==> src/rtl/pp_pkg.sv <==
package pp_pkg;
  typedef enum logic [1:0] {
    REG_WEIGHT = 2'd0,
    REG_CTREE  = 2'd1,
    REG_LIMIT  = 2'd2,
    REG_NONE   = 2'd3
  } pp_region_e;
endpackage

==> src/rtl/pp_cfg_regs.sv <==
module pp_cfg_regs
  import pp_pkg::*;
#(
  parameter int N_EVT   = 52,
  parameter int WT_W    = 8,
  parameter int N_FSTEP = 4,
  parameter int ACC_W   = 20,
  parameter int ADDR_W  = 6
) (
  input  logic                     clk,
  input  logic                     rst_n,
  input  logic                     cfg_we,
  input  logic [ADDR_W-1:0]        cfg_addr,
  input  logic [ACC_W-1:0]         cfg_wdata,
  output logic [N_EVT*WT_W-1:0]    weights,
  output logic [N_FSTEP*ACC_W-1:0] ctree_tbl,
  output logic [ACC_W-1:0]         limit
);
  localparam int CT_BASE  = N_EVT;
  localparam int LIM_ADDR = N_EVT + N_FSTEP;

  pp_region_e region;
  logic       lim_en;

  // Address decode: weights, then clock-tree terms, then the limit.
  always_comb begin
    region = REG_NONE;
    if (cfg_addr < ADDR_W'(CT_BASE))       region = REG_WEIGHT;
    else if (cfg_addr < ADDR_W'(LIM_ADDR)) region = REG_CTREE;
    else if (cfg_addr == ADDR_W'(LIM_ADDR)) region = REG_LIMIT;
    lim_en = cfg_we && (region == REG_LIMIT);
  end

  for (genvar i = 0; i < N_EVT; i++) begin : g_wt
    logic             wt_en;
    logic [WT_W-1:0]  wt_q;
    always_comb wt_en = cfg_we && (region == REG_WEIGHT) && (cfg_addr == ADDR_W'(i));
    always_ff @(posedge clk or negedge rst_n) begin
      if (!rst_n)     wt_q <= '0;
      else if (wt_en) wt_q <= cfg_wdata[WT_W-1:0];
    end
    assign weights[i*WT_W +: WT_W] = wt_q;
  end

  for (genvar j = 0; j < N_FSTEP; j++) begin : g_ct
    logic              ct_en;
    logic [ACC_W-1:0]  ct_q;
    always_comb ct_en = cfg_we && (region == REG_CTREE) && (cfg_addr == ADDR_W'(CT_BASE + j));
    always_ff @(posedge clk or negedge rst_n) begin
      if (!rst_n)     ct_q <= '0;
      else if (ct_en) ct_q <= cfg_wdata;
    end
    assign ctree_tbl[j*ACC_W +: ACC_W] = ct_q;
  end

  always_ff @(posedge clk or negedge rst_n) begin
    if (!rst_n)      limit <= '0;
    else if (lim_en) limit <= cfg_wdata;
  end
endmodule

==> src/rtl/pp_event_sum.sv <==
module pp_event_sum #(
  parameter int N_EVT = 52,
  parameter int WT_W  = 8,
  parameter int SUM_W = WT_W + $clog2(N_EVT + 1)
) (
  input  logic [N_EVT-1:0]      evt,
  input  logic [N_EVT*WT_W-1:0] weights,
  output logic [SUM_W-1:0]      sum
);
  logic [SUM_W-1:0] term [N_EVT];

  for (genvar i = 0; i < N_EVT; i++) begin : g_term
    assign term[i] = evt[i] ? SUM_W'(weights[i*WT_W +: WT_W]) : '0;
  end

  always_comb begin
    sum = '0;
    for (int i = 0; i < N_EVT; i++) sum = sum + term[i];
  end
endmodule

==> src/rtl/pp_window_acc.sv <==
module pp_window_acc #(
  parameter int ACC_W = 20,
  parameter int SUM_W = 14,
  parameter int LEN_W = 16
) (
  input  logic             clk,
  input  logic             rst_n,
  input  logic [SUM_W-1:0] sum,
  input  logic [ACC_W-1:0] ctree,
  input  logic [ACC_W-1:0] limit,
  input  logic [LEN_W-1:0] len,
  output logic [ACC_W-1:0] proxy,
  output logic             valid,
  output logic             over,
  output logic [ACC_W-1:0] acc
);
  localparam logic [ACC_W-1:0] ACC_MAX = '1;

  logic [LEN_W-1:0] cnt_q, cnt_d, last_idx;
  logic [ACC_W-1:0] acc_q, acc_d, proxy_q, proxy_d;
  logic             valid_q, valid_d, over_q, over_d;
  logic             at_end;
  logic [ACC_W+1:0] raw;
  logic [ACC_W-1:0] clipped;

  always_comb begin
    last_idx = (len == '0) ? '0 : len - 1'b1;
    at_end   = (cnt_q >= last_idx);
    raw      = {2'b00, acc_q} + (ACC_W+2)'(sum) + (at_end ? {2'b00, ctree} : '0);
    clipped  = (raw > {2'b00, ACC_MAX}) ? ACC_MAX : raw[ACC_W-1:0];
    cnt_d    = at_end ? '0 : cnt_q + 1'b1;
    acc_d    = at_end ? '0 : clipped;
    proxy_d  = at_end ? clipped : proxy_q;
    valid_d  = at_end;
    over_d   = at_end ? (clipped > limit) : over_q;
  end

  always_ff @(posedge clk or negedge rst_n) begin
    if (!rst_n) begin
      cnt_q   <= '0;
      acc_q   <= '0;
      proxy_q <= '0;
      valid_q <= 1'b0;
      over_q  <= 1'b0;
    end else begin
      cnt_q   <= cnt_d;
      acc_q   <= acc_d;
      proxy_q <= proxy_d;
      valid_q <= valid_d;
      over_q  <= over_d;
    end
  end

  assign proxy = proxy_q;
  assign valid = valid_q;
  assign over  = over_q;
  assign acc   = acc_q;
endmodule

==> src/rtl/power_proxy.sv <==
module power_proxy #(
  parameter int N_EVT   = 52,
  parameter int WT_W    = 8,
  parameter int N_FSTEP = 4,
  parameter int ACC_W   = 20,
  parameter int LEN_W   = 16,
  parameter int ADDR_W  = $clog2(N_EVT + N_FSTEP + 1),
  parameter int FSEL_W  = $clog2(N_FSTEP)
) (
  input  logic              clk,
  input  logic              rst_n,
  input  logic [N_EVT-1:0]  evt_pulse,
  input  logic [FSEL_W-1:0] freq_step,
  input  logic [LEN_W-1:0]  window_len,
  input  logic              cfg_we,
  input  logic [ADDR_W-1:0] cfg_addr,
  input  logic [ACC_W-1:0]  cfg_wdata,
  output logic [ACC_W-1:0]  proxy_value,
  output logic              proxy_valid,
  output logic              over_limit
);
  localparam int SUM_W = WT_W + $clog2(N_EVT + 1);

  logic                     rst_meta, rst_sync;
  logic [N_EVT*WT_W-1:0]    weights;
  logic [N_FSTEP*ACC_W-1:0] ctree_tbl;
  logic [ACC_W-1:0]         limit_q;
  logic [ACC_W-1:0]         ctree_sel;
  logic [SUM_W-1:0]         evt_sum;
  logic [ACC_W-1:0]         acc_q;

  // Reset asserts at once and leaves after two clock edges.
  always_ff @(posedge clk or negedge rst_n) begin
    if (!rst_n) begin
      rst_meta <= 1'b0;
      rst_sync <= 1'b0;
    end else begin
      rst_meta <= 1'b1;
      rst_sync <= rst_meta;
    end
  end

  pp_cfg_regs #(
    .N_EVT(N_EVT), .WT_W(WT_W), .N_FSTEP(N_FSTEP), .ACC_W(ACC_W), .ADDR_W(ADDR_W)
  ) u_cfg (
    .clk(clk), .rst_n(rst_sync), .cfg_we(cfg_we), .cfg_addr(cfg_addr),
    .cfg_wdata(cfg_wdata), .weights(weights), .ctree_tbl(ctree_tbl), .limit(limit_q)
  );

  pp_event_sum #(.N_EVT(N_EVT), .WT_W(WT_W), .SUM_W(SUM_W)) u_sum (
    .evt(evt_pulse), .weights(weights), .sum(evt_sum)
  );

  assign ctree_sel = ctree_tbl[freq_step*ACC_W +: ACC_W];

  pp_window_acc #(.ACC_W(ACC_W), .SUM_W(SUM_W), .LEN_W(LEN_W)) u_acc (
    .clk(clk), .rst_n(rst_sync), .sum(evt_sum), .ctree(ctree_sel), .limit(limit_q),
    .len(window_len), .proxy(proxy_value), .valid(proxy_valid), .over(over_limit),
    .acc(acc_q)
  );
endmodule

==> config.mk <==
export PLATFORM = sky130hd
export DESIGN_NAME = power_proxy
export DESIGN_NICKNAME = d
export VERILOG_FILES = /design/src/rtl/pp_pkg.sv /design/src/rtl/pp_cfg_regs.sv /design/src/rtl/pp_event_sum.sv /design/src/rtl/pp_window_acc.sv /design/src/rtl/power_proxy.sv
export SDC_FILE = /design/constraint.sdc
export NUM_CORES = 2
export LEC_CHECK = 0
export ABC_AREA = 1
export ABC_CLOCK_PERIOD_IN_PS = 50200
export BUFFER_PORTS_ARGS = -buffer_cell sky130_fd_sc_hd__buf_2
export CORE_MARGIN = 10
export CORE_UTILIZATION = 30
export CTS_CLUSTER_DIAMETER = 150
export DETAILED_ROUTE_END_ITERATION = 6
export PLACE_DENSITY = 0.43
export SETUP_SLACK_MARGIN = 0.2
export SLEW_MARGIN = 30
export SYNTH_ARGS = -nofsm -noshare
export SYNTH_HDL_FRONTEND = slang
export SYNTH_SLANG_ARGS = --single-unit
==> constraint.sdc <==
create_clock -name clk -period 50.2 [get_ports clk]
set_clock_uncertainty 0.1 [all_clocks]
set_input_delay 2.51 -clock clk [delete_from_list [all_inputs] [get_ports clk]]
set_output_delay 2.51 -clock clk [all_outputs]
set_load 0.05 [all_outputs]
==> run_results.csv <==
group,metric,value,unit
global_route,antenna_found_initial,20,
floorplan,coreArea,125900,µm²
timing,finalMaxSlewViolations,0,
logic_synthesis,avgSynthCellArea,8.752,µm²
drt,first_iter_violations,1999,
timing,fmax,75.77,MHz
clock_tree,clock-sinks,576,
global_route,grtUsageTotal,16.63,%
floorplan,fp.dieW,376.4,µm
floorplan,start_util,30.27,%
logic_synthesis,ys_ff_latch,576,
place,place_hpwl,85160,µm
critical_path,cpMaxStageDelayCell,"fa_1",
logic_synthesis,syn_area,38110,µm²
logic_synthesis,yosysTopAreaCell,"dfrtp_1",
clock_tree,cts_buffer_depth,3,
timing,fin_crit_sh,26.29,%
clock_tree,cts_resized,0,
drt,route.antenna.remaining_nets,0,
logic_synthesis,yosysMostFrequentCell,"nand2_1",
critical_path,start_kind,"input port",
logic_synthesis,synthTopCellsByArea,"dfrtp_1 (38%), fa_1 (21%), nand2_1 (13%), inv_1 (7.3%), o21ai_0 (7.0%)",
clock_tree,cts_tree,"yes",
drt,wl_per_cell,19.03,µm
clock_tree,htree_levels,3,
critical_path,end_kind,"flip-flop",
global_route,grt_max_degree,70,
final_layout,nets,4999,
hold_path,hold_path_class,"flip-flop to asynchronous set/reset pin",
floorplan,rows,130,
critical_path,cp_data_required_time,50620,ps
clock_tree,clkLatencyLatePin,650,ps
logic_synthesis,synth_fp_nets,4972,
logic_synthesis,async_flop_share,100.0,%
logic_synthesis,netlist_instances,4354,
global_route,overflow,0,
logic_synthesis,netlist_top_cells_count,"nand2_1 (1280), inv_1 (744), dfrtp_1 (576), o21ai_0 (531), fa_1 (395)",
clock_tree,path_clk_slew,60,ps
global_route,grt_pass1_vias,28890,
critical_path,crit_fanout,20,
final_layout,fillers,13360,
timing,tightestPinTransition,1007,ps
logic_synthesis,synth_warnings,0,
drt,totalWireLength,115900,µm
logic_synthesis,synth-edff-count,0,
critical_path,timing_worst_setup_path_type,"input port to flip-flop",
timing,rsz0062_at_grt,"false",
clock_tree,postCtsHoldBufs,0,
place,io_buffers,120,
timing,tns,0,ps
timing,period_needed,13200,ps
drt,via_per_inst,4.480,
drt,drt_first_pass_iters,5,
global_route,grt_pass1_wl,181200,µm
timing,setup_viol,0,
drt,drc,0,
floorplan,chipHeight,376.4,µm
timing,finalHoldViolCount,0,
clock_tree,numCtsBuffers,76,
flow_run,maxCapViolations,0,
place,gp_congestion,0.8674,
logic_synthesis,synth_seq_area_share,37.83,%
logic_synthesis,synth_flop_cell,"dfrtp_1",
clock_tree,cts_setup_buffers,0,
floorplan,ios,121,
floorplan,die-area,141700,µm²
timing,max-slew-margin-rel,32.61,%
drt,vias,27280,
final_layout,areaGrowthSynthToFinish,12.43,%
logic_synthesis,yosys.area.top_type_share,37.83,%
critical_path,max_stage_delay,570,ps
final_layout,layout-drive-gt1-share,8.273,%
run_status,outcome,"finished, final reports clean",
critical_path,arrival,13620,ps
clock_tree,root_buffer,"clkbuf_16",
logic_synthesis,yosysUniqueCellTypes,46,
[sequential cells by signal (all words and copies together) (netlist names)]
name and cells:
u_acc.valid 1, u_acc.over 1, u_acc.acc 20, rst_sync 1, u_acc.proxy 20, u_acc.cnt_q 16
u_cfg.limit 20, u_cfg.g_wt.wt_q 416, rst_meta 1, u_cfg.g_ct.ct_q 80
[placed cells by master, fill, tap and decap left out, drive strengths merged]
| master | n |
|---|---|
| nor4b | 1 |
| o21a | 2 |
| or2 | 7 |
| a21o | 4 |
| a31oi | 2 |
| nor4 | 3 |
| xnor2 | 16 |
| and2 | 17 |
| clkinvlp | 1 |
| clkinv | 16 |
| inv | 760 |
| clkbuf | 109 |
| o21bai | 4 |
| diode | 3 |
| nand3b | 11 |
| nor2 | 124 |
| buf | 153 |
| ha | 124 |
| o21ai | 532 |
| bufinv | 6 |
| nand4 | 34 |
| a21oi | 98 |
| o22ai | 2 |
| nand2 | 1297 |
| dfrtp | 576 |
| nand3 | 93 |
| conb | 1 |
| o211ai | 2 |
| xor2 | 27 |
| o2111ai | 1 |
| fa | 395 |
| nor3 | 18 |
[per-layer routing]
| metal | GRT usage, % | vias up | share of wire (%) |
|---|---|---|---|
| li1 | - | 13290 | - |
| met1 | 23.41 | 13370 | 48 |
| met2 | 26.60 | 463 | 46 |
| met3 | 2.818 | 153 | 4.1 |
| met4 | 3.746 | 6 | 2.0 |
| met5 | 0 | - | 0.029 |
[path summary, 6_finish.rpt]
check	start	endpoint	slack, ps	cells past startpoint
setup / recovery	evt_pulse[19]	u_acc.over	37000	49
hold / removal	rst_sync	u_cfg.g_wt[39].wt_q[4]	150	0
setup reg to reg	u_cfg.g_wt[19].wt_q[3]	u_acc.over	38660	48
hold reg to reg	rst_sync	u_cfg.g_wt[39].wt_q[4]	150	0
max in group asynchronous	rst_sync	u_cfg.g_wt[17].wt_q[5]	47280	4
min in group clk	rst_meta	rst_sync	250	0
[logic make-up (layout without fill, tap and decap cells)]
group,Yosys count,in the layout,share of synthesized area (%)
and+or+nand+nor,1605,1605,17.98
buffers and inverters,963,1045,9.742
AOI/OAI and AO/OA,647,647,8.629
DFF,576,576,37.83
adders and majority gates,519,519,24.82
xor gates and xnor gates,43,43,0.9883
other,1,4,0.009841
[cell type report]
class                   count  area [µm²]  area share [%]
diodes                      3       7.507         0.01752
clock buffers             109        2281           5.324
clock inverters            24       306.5          0.7155
inverters                 759        2850           6.653
multi-input cells        2815       20000           46.69
flip-flops and latches    576       14420           33.65
well taps                1650        2064           4.819
repair buffers            153       912.1           2.129
[critical path, delay by kind of cell]
kind	cells	cell delay (ps)
AND/OR/NAND/NOR	17	2540
buffers and inverters	11	700
AO/OA/AOI/OAI	5	1060
adder cells (fa/ha/maj)	14	6440
XOR/XNOR	2	310
[stage by stage]
step / instances / cell area, µm² / utilization (%) / worst slack (ps) / hold WS (ps)
floorplan: 4354 / 38110 / - / 32860 / 231.2
global placement: 5950 / 40140 / 31.88 / 36290 / 235.0
detailed placement: 5950 / 40170 / 31.91 / 36270 / 238.9
CTS: 6083 / 42760 / 33.96 / 36990 / 251.4
global route: 6087 / 42840 / 34.03 / 36180 / 184.0
finish: 6089 / 42840 / 34.03 / 37000 / 151.6
Power is left out: the tool's default activity adds up to more than one toggle a clock period on the data nets, which glitch-free logic cannot reach.
